[config.mk]
export PLATFORM = sky130hd
export DESIGN_NAME = int_steer_cluster
export DESIGN_NICKNAME = d
export VERILOG_FILES = /design/src/rtl/int_steer_pkg.sv /design/src/rtl/steer_lane.sv /design/src/rtl/steer_select.sv /design/src/rtl/wb_oldest_arb.sv /design/src/rtl/int_steer_cluster.sv
export SDC_FILE = /design/constraint.sdc
export NUM_CORES = 1
export LEC_CHECK = 0
export ABC_AREA = 1
export BUFFER_PORTS_ARGS = -buffer_cell sky130_fd_sc_hd__buf_4
export CORE_MARGIN = 3
export CORE_UTILIZATION = 33
export CTS_CLUSTER_SIZE = 30
export DETAILED_ROUTE_END_ITERATION = 10
export GPL_ROUTABILITY_DRIVEN = 0
export GPL_TIMING_DRIVEN = 1
export PLACE_DENSITY = 0.6
export RECOVER_POWER = 25
export SYNTH_ARGS = -nofsm -noshare
export SYNTH_HDL_FRONTEND = slang
export SYNTH_SLANG_ARGS = --single-unit
[constraint.sdc]
create_clock -name clk -period 2.08 [get_ports clk]
set_clock_uncertainty 0.2 [all_clocks]
set_input_delay 0.208 -clock clk [delete_from_list [all_inputs] [get_ports clk]]
set_output_delay 0.208 -clock clk [all_outputs]
set_load 0.02 [all_outputs]
[src/rtl/int_steer_pkg.sv]
package int_steer_pkg;

   typedef enum logic [1:0] {
      UOP_ALU = 2'd0,
      UOP_MUL = 2'd1,
      UOP_DBR = 2'd2,
      UOP_IBR = 2'd3
   } uop_class_e;

   localparam int NPIPE  = 4;
   localparam int PIPE_B = 0;
   localparam int PIPE_X = 1;
   localparam int PIPE_Y = 2;
   localparam int PIPE_Z = 3;

   // Pipes able to execute a given class, one bit per pipe index.
   function automatic logic [NPIPE-1:0] cap_mask(uop_class_e c);
      logic [NPIPE-1:0] m;
      m = '0;
      case (c)
         UOP_ALU: begin
            m[PIPE_X] = 1'b1;
            m[PIPE_Y] = 1'b1;
            m[PIPE_Z] = 1'b1;
         end
         UOP_MUL: m[PIPE_X] = 1'b1;
         UOP_DBR: m[PIPE_B] = 1'b1;
         UOP_IBR: m[PIPE_Z] = 1'b1;
         default: m = '0;
      endcase
      return m;
   endfunction

endpackage

[src/rtl/steer_lane.sv]
// Fixed-depth execution lane: a shift register that freezes as a whole when held.
module steer_lane #(
   parameter int DEPTH  = 2,
   parameter int SEQ_W  = 5,
   parameter int TAG_W  = 6,
   parameter int DATA_W = 16
) (
   input  logic              clk,
   input  logic              rst_n,
   input  logic              hold,
   input  logic              ins_valid,
   input  logic [SEQ_W-1:0]  ins_seq,
   input  logic [TAG_W-1:0]  ins_tag,
   input  logic [DATA_W-1:0] ins_data,
   output logic              head_valid,
   output logic [SEQ_W-1:0]  head_seq,
   output logic [TAG_W-1:0]  head_tag,
   output logic [DATA_W-1:0] head_data
);

   if (DEPTH < 1) begin : g_bad_depth
      $error("steer_lane: DEPTH must be at least 1");
   end

   if (DEPTH == 1) begin : g_single
      logic              vld_q;
      logic [SEQ_W-1:0]  seq_q;
      logic [TAG_W-1:0]  tag_q;
      logic [DATA_W-1:0] dat_q;

      always_ff @(posedge clk or negedge rst_n) begin
         if (!rst_n) begin
            vld_q <= 1'b0;
            seq_q <= '0;
            tag_q <= '0;
            dat_q <= '0;
         end else if (!hold) begin
            vld_q <= ins_valid;
            seq_q <= ins_seq;
            tag_q <= ins_tag;
            dat_q <= ins_data;
         end
      end

      assign head_valid = vld_q;
      assign head_seq   = seq_q;
      assign head_tag   = tag_q;
      assign head_data  = dat_q;
   end else begin : g_chain
      logic [DEPTH-1:0]  vld_q;
      logic [SEQ_W-1:0]  seq_q [DEPTH];
      logic [TAG_W-1:0]  tag_q [DEPTH];
      logic [DATA_W-1:0] dat_q [DEPTH];

      always_ff @(posedge clk or negedge rst_n) begin
         if (!rst_n) begin
            vld_q <= '0;
            for (int i = 0; i < DEPTH; i++) begin
               seq_q[i] <= '0;
               tag_q[i] <= '0;
               dat_q[i] <= '0;
            end
         end else if (!hold) begin
            vld_q    <= {vld_q[DEPTH-2:0], ins_valid};
            seq_q[0] <= ins_seq;
            tag_q[0] <= ins_tag;
            dat_q[0] <= ins_data;
            for (int i = 1; i < DEPTH; i++) begin
               seq_q[i] <= seq_q[i-1];
               tag_q[i] <= tag_q[i-1];
               dat_q[i] <= dat_q[i-1];
            end
         end
      end

      assign head_valid = vld_q[DEPTH-1];
      assign head_seq   = seq_q[DEPTH-1];
      assign head_tag   = tag_q[DEPTH-1];
      assign head_data  = dat_q[DEPTH-1];
   end

endmodule

[src/rtl/steer_select.sv]
// Chooses the destination pipe for the presented micro-op.
module steer_select
   import int_steer_pkg::*;
#(
   parameter int unsigned ALU_PRIO0 = PIPE_Y,
   parameter int unsigned ALU_PRIO1 = PIPE_Z,
   parameter int unsigned ALU_PRIO2 = PIPE_X
) (
   input  logic             in_valid,
   input  logic [1:0]       in_class,
   input  logic [NPIPE-1:0] pipe_free,
   output logic [NPIPE-1:0] issue_sel,
   output logic             ready
);

   localparam int unsigned PRIO_N = 3;
   localparam int unsigned PRIO [PRIO_N] = '{ALU_PRIO0, ALU_PRIO1, ALU_PRIO2};
   localparam logic [NPIPE-1:0] ALU_CAP = cap_mask(UOP_ALU);

   for (genvar k = 0; k < PRIO_N; k++) begin : g_prio_chk
      if (PRIO[k] >= NPIPE || !ALU_CAP[PRIO[k]]) begin : g_bad
         $error("steer_select: ALU priority entry names a pipe without ALU capability");
      end
   end
   if (ALU_PRIO0 == ALU_PRIO1 || ALU_PRIO0 == ALU_PRIO2 || ALU_PRIO1 == ALU_PRIO2) begin : g_dup
      $error("steer_select: ALU priority entries must be distinct");
   end

   uop_class_e       cls;
   logic [NPIPE-1:0] avail;
   logic [NPIPE-1:0] pick;

   always_comb begin
      cls   = uop_class_e'(in_class);
      avail = cap_mask(cls) & pipe_free;
      pick  = '0;
      if (cls == UOP_ALU) begin
         for (int k = 0; k < PRIO_N; k++) begin
            if (avail[PRIO[k]] && (pick == '0)) begin
               pick[PRIO[k]] = 1'b1;
            end
         end
      end else begin
         pick = avail;
      end
      ready     = |avail;
      issue_sel = in_valid ? pick : '0;
   end

endmodule

[src/rtl/wb_oldest_arb.sv]
// Grants the single writeback slot to the oldest finished result.
module wb_oldest_arb #(
   parameter int N     = 4,
   parameter int SEQ_W = 5
) (
   input  logic [N-1:0]     req,
   input  logic [SEQ_W-1:0] seq [N],
   output logic [N-1:0]     gnt
);

   // Wrap-aware age: a is older than b when a-b is negative.
   function automatic logic is_older(logic [SEQ_W-1:0] a, logic [SEQ_W-1:0] b);
      logic [SEQ_W-1:0] d;
      d = a - b;
      return d[SEQ_W-1];
   endfunction

   always_comb begin
      for (int i = 0; i < N; i++) begin
         gnt[i] = req[i];
         for (int j = 0; j < N; j++) begin
            if (j != i && req[j] && !is_older(seq[i], seq[j])) begin
               gnt[i] = 1'b0;
            end
         end
      end
   end

endmodule

[src/rtl/int_steer_cluster.sv]
module int_steer_cluster
   import int_steer_pkg::*;
#(
   parameter int DATA_W = 16,
   parameter int TAG_W  = 6,
   parameter int SEQ_W  = 5,
   parameter int LAT_B  = 1,
   parameter int LAT_X  = 4,
   parameter int LAT_Y  = 2,
   parameter int LAT_Z  = 2
) (
   input  logic              clk,
   input  logic              rst_n,
   input  logic              in_valid,
   input  logic [1:0]        in_class,
   input  logic [TAG_W-1:0]  in_tag,
   input  logic [DATA_W-1:0] in_opa,
   input  logic [DATA_W-1:0] in_opb,
   output logic              in_ready,
   output logic              wb_valid,
   output logic [1:0]        wb_pipe,
   output logic [TAG_W-1:0]  wb_tag,
   output logic [DATA_W-1:0] wb_data
);

   localparam int INFLIGHT_MAX = LAT_B + LAT_X + LAT_Y + LAT_Z;

   function automatic int lane_depth(int p);
      case (p)
         PIPE_B:  return LAT_B;
         PIPE_X:  return LAT_X;
         PIPE_Y:  return LAT_Y;
         default: return LAT_Z;
      endcase
   endfunction

   if (LAT_B < 1 || LAT_X < 1 || LAT_Y < 1 || LAT_Z < 1) begin : g_bad_lat
      $error("int_steer_cluster: every pipe latency must be at least 1");
   end
   if ((1 << (SEQ_W - 1)) <= INFLIGHT_MAX) begin : g_bad_seq
      $error("int_steer_cluster: SEQ_W too narrow for the in-flight window");
   end
   if (DATA_W < 1 || TAG_W < 1) begin : g_bad_w
      $error("int_steer_cluster: widths must be positive");
   end

   logic [NPIPE-1:0]  issue_sel;
   logic [NPIPE-1:0]  pipe_free;
   logic [NPIPE-1:0]  head_valid;
   logic [NPIPE-1:0]  wb_gnt;
   logic [SEQ_W-1:0]  head_seq  [NPIPE];
   logic [TAG_W-1:0]  head_tag  [NPIPE];
   logic [DATA_W-1:0] head_data [NPIPE];
   logic [SEQ_W-1:0]  seq_q;
   logic [DATA_W-1:0] exec_res;
   logic              accept;

   // Steering
   steer_select u_select (
      .in_valid  (in_valid),
      .in_class  (in_class),
      .pipe_free (pipe_free),
      .issue_sel (issue_sel),
      .ready     (in_ready)
   );

   assign accept = in_valid & in_ready;

   // Issue age counter
   always_ff @(posedge clk or negedge rst_n) begin
      if (!rst_n) begin
         seq_q <= '0;
      end else if (accept) begin
         seq_q <= seq_q + 1'b1;
      end
   end

   // Result model, computed once at issue and carried down the lane
   always_comb begin
      case (uop_class_e'(in_class))
         UOP_ALU: exec_res = in_opa + in_opb;
         UOP_MUL: exec_res = in_opa * in_opb;
         UOP_DBR: exec_res = in_opa + in_opb;
         default: exec_res = in_opa;
      endcase
   end

   // Lanes
   for (genvar p = 0; p < NPIPE; p++) begin : g_lane
      steer_lane #(
         .DEPTH  (lane_depth(p)),
         .SEQ_W  (SEQ_W),
         .TAG_W  (TAG_W),
         .DATA_W (DATA_W)
      ) u_lane (
         .clk        (clk),
         .rst_n      (rst_n),
         .hold       (~pipe_free[p]),
         .ins_valid  (issue_sel[p]),
         .ins_seq    (seq_q),
         .ins_tag    (in_tag),
         .ins_data   (exec_res),
         .head_valid (head_valid[p]),
         .head_seq   (head_seq[p]),
         .head_tag   (head_tag[p]),
         .head_data  (head_data[p])
      );
      assign pipe_free[p] = ~(head_valid[p] & ~wb_gnt[p]);
   end

   // Writeback arbitration
   wb_oldest_arb #(
      .N     (NPIPE),
      .SEQ_W (SEQ_W)
   ) u_arb (
      .req (head_valid),
      .seq (head_seq),
      .gnt (wb_gnt)
   );

   always_comb begin
      wb_valid = 1'b0;
      wb_pipe  = '0;
      wb_tag   = '0;
      wb_data  = '0;
      for (int p = 0; p < NPIPE; p++) begin
         if (wb_gnt[p]) begin
            wb_valid = 1'b1;
            wb_pipe  = 2'(p);
            wb_tag   = head_tag[p];
            wb_data  = head_data[p];
         end
      end
   end

endmodule

======== Yosys cells after proc, flatten, opt, wreduce, memory -nomap -nowiden ========
Index checks and enable logic that the tools add are counted.
word-level totals
  register bits after elaboration ......... 257
  word-level logic and storage cells ...... 137
operators by class
  add/sub/neg operators ................... 14
  multipliers ............................. 1
  equality and inequality tests ........... 3
  muxes and demuxes ....................... 40
  bitwise logic cells ..................... 15
  reductions and logical operators ........ 32
operators by type and width
  operator             count
  $mux 16              4
  $sub 5x5->5          12
  $pmux 16 s2          1
  $mux 1               27
  $mux 6               4
  $add 16x16->16       1
  $mul 16x16->16       1
  $logic_and 1x1->1    14
  $logic_not 1->1      12
  $not 1->1            9
  $reduce_or 2->1      3
  $add 5x1->5 const B  1
  $and 1x1->1          5
  $and 4x4->4          1
  $eq 2x2->1 const B   2
  $logic_not 2->1      2
  $mux 2               2
  $mux 4               1
  $reduce_or 4->1      1
  $mux 3               1
  $eq 2x1->1 const B   1

======== Longest topological paths before layout ========
  word-level depth ........................ 21
  mapped depth ............................ 33
  depth with buffers taken out ............ 32

======== Cells and area by module ========
A second synthesis with hierarchy kept.
second synthesis, totals
  cells, all modules ...................... 2387
  area, all modules ....................... 17807.1 um^2
modules (own cells, without submodules)
  module                             instances  cells each  area an instance (um^2)  sequential area each (um^2)
  int_steer_cluster                  1          1008        6291.0                   125.1
  steer_lane (g_lane[2].u_lane ...)  2          264         2332.2                   1401.3
  steer_lane (g_lane[1].u_lane)      1          501         4468.0                   2802.7
  wb_oldest_arb                      1          208         1171.1                   0.0
  steer_lane (g_lane[0].u_lane)      1          118         1076.0                   700.7
  steer_select                       1          24          136.4                    0.0

======== Worst setup path before layout ========
No wires, ideal clock.
  kind .................................... input to register
  from .................................... in in_opb[1]
  to ...................................... reg g_lane[0].u_lane.g_single.dat_q[14]
  library setup time ...................... 0.065 ns
  arrival ................................. 5.155 ns
  setup slack ............................. -3.340 ns
  stages on the path ...................... 21
  path buffers ............................ 1
  path through ............................ clkbuf_1 nand2_1 fa_1 fa_1 inv_1 fa_1 fa_1 fa_1 inv_1 fa_1 inv_1 ha_1 inv_1 nor4_1 nand3_1 nand3_1 o21ai_0 a21o_1 nand3_1 nand3_1 nand2_1
on the way
  longest elaborated chain between the ends .. 2
RTL lines
  element                                                  RTL line                                                                   source
  start: declaration                                       int_steer_cluster.sv:18                                                    input logic [DATA_W-1:0] in_opb,
  $mul 16x16->16 / $add 16x16->16 (equally long branches)  int_steer_cluster.sv:82, int_steer_cluster.sv:81, int_steer_cluster.sv:83
  $pmux 16 s2 (*)                                          int_steer_cluster.sv:80                                                    case (uop_class_e'(in_class))
  end signal: assignment                                   steer_lane.sv:41                                                           dat_q <= ins_data;
  end: declaration                                         steer_lane.sv:29                                                           logic [DATA_W-1:0] dat_q;
Mark *: on every way between the ends. The rest lies on a longest branch, timed or not.
A chain may end at the register's enable or synchronous reset.

======== Final worst setup path ========
  from .................................... in in_opb[6]
  to ...................................... reg g_lane[0].u_lane.g_single.dat_q[14]
The elaborated chain is that of the path after synthesis.

==> impl_metrics.tcl <==
set metrics [dict create \
    finalHoldViolations 0 \
    cts_buffers 25 \
    yosysSeqAreaShare_pct 38.0 \
    setup_viol 309 \
    htree_num_levels 1 \
    route.met3.wl_microns 1980 \
    power.density_mw_per_mm2 1090 \
    reg2regPathDepth 19 \
    synth_ff_type "dfrtp_1" \
    nets 2780 \
    first_iter_violations 996 \
    grt_usage_pct 18.5 \
    hold_class "input pin to flop" \
    grt_pass1_vias 15662 \
    n_fill_cell 4622 \
    wl_per_cell_microns 15.7 \
    cts_buffer_depth 3 \
    fp-row-count 82 \
    area_delta_synth_final_pct 42.2 \
    synth_area_sq_mm 0.0169 \
    cts-root-buf "clkbuf_16" \
    tritoncts "built" \
    ys_seq_elements 257 \
    dieWidth_microns 232 \
    cp-end-kind "flop" \
    status "finished, violations left" \
    path_class "input pin to flop" \
    fin_ws_ps -2590 \
    ant_nets 0 \
    grt-ovfl-total 0 \
    violations "setup timing" \
    place_area_sq_mm 0.0209 \
    start_kind "input pin" \
    dieHeight_microns 232 \
    async_flop_share_pct 100 \
    start_util_pct 33.6 \
    cts_sinks 257 \
    grt_max_degree 62 \
    finish.utilization_pct 47.8 \
    dieArea_sq_mm 0.0540 \
    dp_hpwl_microns 35000 \
    synthCells 2228 \
    maxCapViolCount 0 \
    top_layer_used "met4" \
    final.min_clock_period_ps 4670 \
    ys_warn_count 0 \
    synth_edf_count 0 \
    drive_above_1_share_pct 30.5 \
    crit_arrival_ps 4970 \
    p_leak_uw 0.0120 \
    wl_met2_microns 25000 \
    insertion_delay_ps 550 \
    dr_total_vias 15365 \
    timing.fmax_mhz 214 \
    drc 0 \
    grt_pass1_wl_microns 81100 \
    relSlewSlack_pct 26.0 \
    syn_area_per_cell_sq_um 7.59 \
    fin_crit_sh_pct 225 \
    stdcell_area_sq_mm 0.0241 \
    worstPathRequired_ps 2380 \
    synth_nets 2457 \
    wl_met1_microns 22600 \
    yosysUniqueCellTypes 38 \
    worst-path-max-fanout 6 \
    dr.pass1.iters 6 \
    via_per_inst 4.74 \
    core_area_sq_mm 0.0504 \
    peakVddDrop_mv 1.32 \
    final_max_slew_viol_count 0 \
    tightest_slew_ps 1110 \
    rsz0062_at_grt "yes" \
    path_clk_slew_ps 60 \
    antenna_found_initial 0 \
    diodes 0 \
    numPortBuffers 68 \
    drt-total-wl_microns 50800 \
    io_pins 69 \
    holdPathStages 6 \
]
## power breakdown
part / total (uW) / switching, uW / leakage [uW] / internal [uW]
registers: 6290 / 439 / 0.00294 / 5850
clock network: 4620 / 2040 / 0.000411 / 2580
logic: 15300 / 8370 / 0.00868 / 6890
## sequential cells by signal, summed over array words and instances, names as in the netlist
signal	cells
g_lane.u_lane.g_chain.vld_q	8
g_lane.u_lane.head_seq	20
g_lane.u_lane.g_chain.dat_q	80
g_lane.u_lane.head_tag	24
g_lane.u_lane.g_chain.seq_q	25
g_lane.u_lane.g_chain.tag_q	30
g_lane.u_lane.head_data	64
g_lane.u_lane.head_valid	1
seq_q	5
## cells in the final DEF, fill, tap and decap left out, drive strengths merged, types with 2 or more instances in the layout
cell and instances:
nand4 8, nor2 97, clkinv 8, nand3 103, o21bai 5, clkbuf 34, o31ai 2, nand3b 4
o22ai 5, a31oi 8, o21ai 200, a21boi 2, ha 105, xnor2 4, a21oi 86, dfrtp 257
xor2 11, nor3 6, dlygate4sd3 13, buf 375, fa 81, nand2 779, inv 357, or2 7
clkinvlp 4, o21a 2
## per-stage QoR
| stage | cells | hold WS (ps) | TNS (ps) | setup slack, ps | total power [uW] |
|---|---|---|---|---|---|
| after detailed placement | 3121 | -55.3 | -253620 | -3190 | 17600 |
| final | 3242 | 35.6 | -280620 | -2590 | 26200 |
| after global routing | 3242 | 72.8 | -352230 | -2830 | 28100 |
| after floorplan | 2228 | -288 | -130200 | -2900 | 14100 |
| after CTS | 3219 | 6.00 | -259710 | -2490 | 25200 |
| after global placement | 3121 | -55.4 | -245640 | -3150 | 17400 |
## cells by family (layout without fill, tap and decap cells)
| logic type | count (synthesis) | count (layout) | synth area share [%] |
|---|---|---|---|
| xor+xnor | 15 | 15 | 0.776 |
| buf+inv | 450 | 792 | 10.5 |
| flops | 257 | 257 | 38.0 |
| simple gates | 1007 | 1007 | 23.7 |
| compound gates | 313 | 313 | 9.65 |
| fa+ha+maj | 186 | 186 | 17.3 |
## worst paths after layout
path | from | endpoint | slack (ps)
setup / recovery | in_opb[6] | g_lane[0].u_lane.head_data[14] | -2590
hold / removal | in_class[0] | g_lane[3].u_lane.g_chain.vld_q[0] | 40
setup reg to reg | g_lane[1].u_lane.head_seq[3] | g_lane[1].u_lane.g_chain.vld_q[0] | -1050
hold reg to reg | g_lane[3].u_lane.g_chain.vld_q[0] | g_lane[3].u_lane.g_chain.vld_q[1] | 260
max in group asynchronous | rst_n | g_lane[1].u_lane.head_tag[5] | -20
min in group asynchronous | rst_n | g_lane[3].u_lane.g_chain.dat_q[16] | 750
## per-layer routing
metal	global-route usage, %	vias up
met3	1.32	84
met1	24.7	7409
li1	-	7538
met2	32.5	334
met5	0	-
met4	4.59	0
## critical path: stages
cell and delay (ps):
buf_12 110, nand2_4 60, inv_2 30, fa_1 530, inv_1 50, fa_1 540, fa_2 450, fa_1 480
inv_1 50, fa_1 470, inv_1 50, fa_1 510, inv_2 50, ha_4 290, inv_4 40, nor4_4 290
nand2_1 150, nand3_2 110, o21ai_2 60, a21o_1 190, nand3_4 90, nand3_1 80, nand2_1 70
## synth_stat cells (7+ instances only)
cell      count  area, sq um
nand2_1     778         2920
ha_1        105         1310
nand4_1       7         43.8
xor2_1       11         96.3
nand3_1     103          515
a31oi_1       8         50.1
o21ai_0     145          726
or2_2         7         43.8
buf_2        48          240
o21ai_1      51          255
inv_1       347         1300
dfrtp_1     257         6430
clkbuf_1     37          139
a21oi_1      86          430
nor2_1       95          357
inv_2         9         33.8
fa_1         81         1620
## timing repair
item                                    CTS  global route
pin swaps                               145            86
endpoints found under the setup margin  283           283
hold endpoints to repair                306             0
hold buffers                             13             0
cloned                                    9             4
buffers inserted                         33            23
gates resized for setup                 304           128
## area by class of cell
class	instances	area [sq um]	share of cell area, %
inverters	356	1400	5.80
repair buffers	390	3980	16.5
clock buffers	32	712	2.96
multi-input cells	1521	10600	43.9
well taps	672	841	3.50
clock inverters	14	134	0.557
flip-flops and latches	257	6440	26.8
Power figures use the tool's default switching activity.
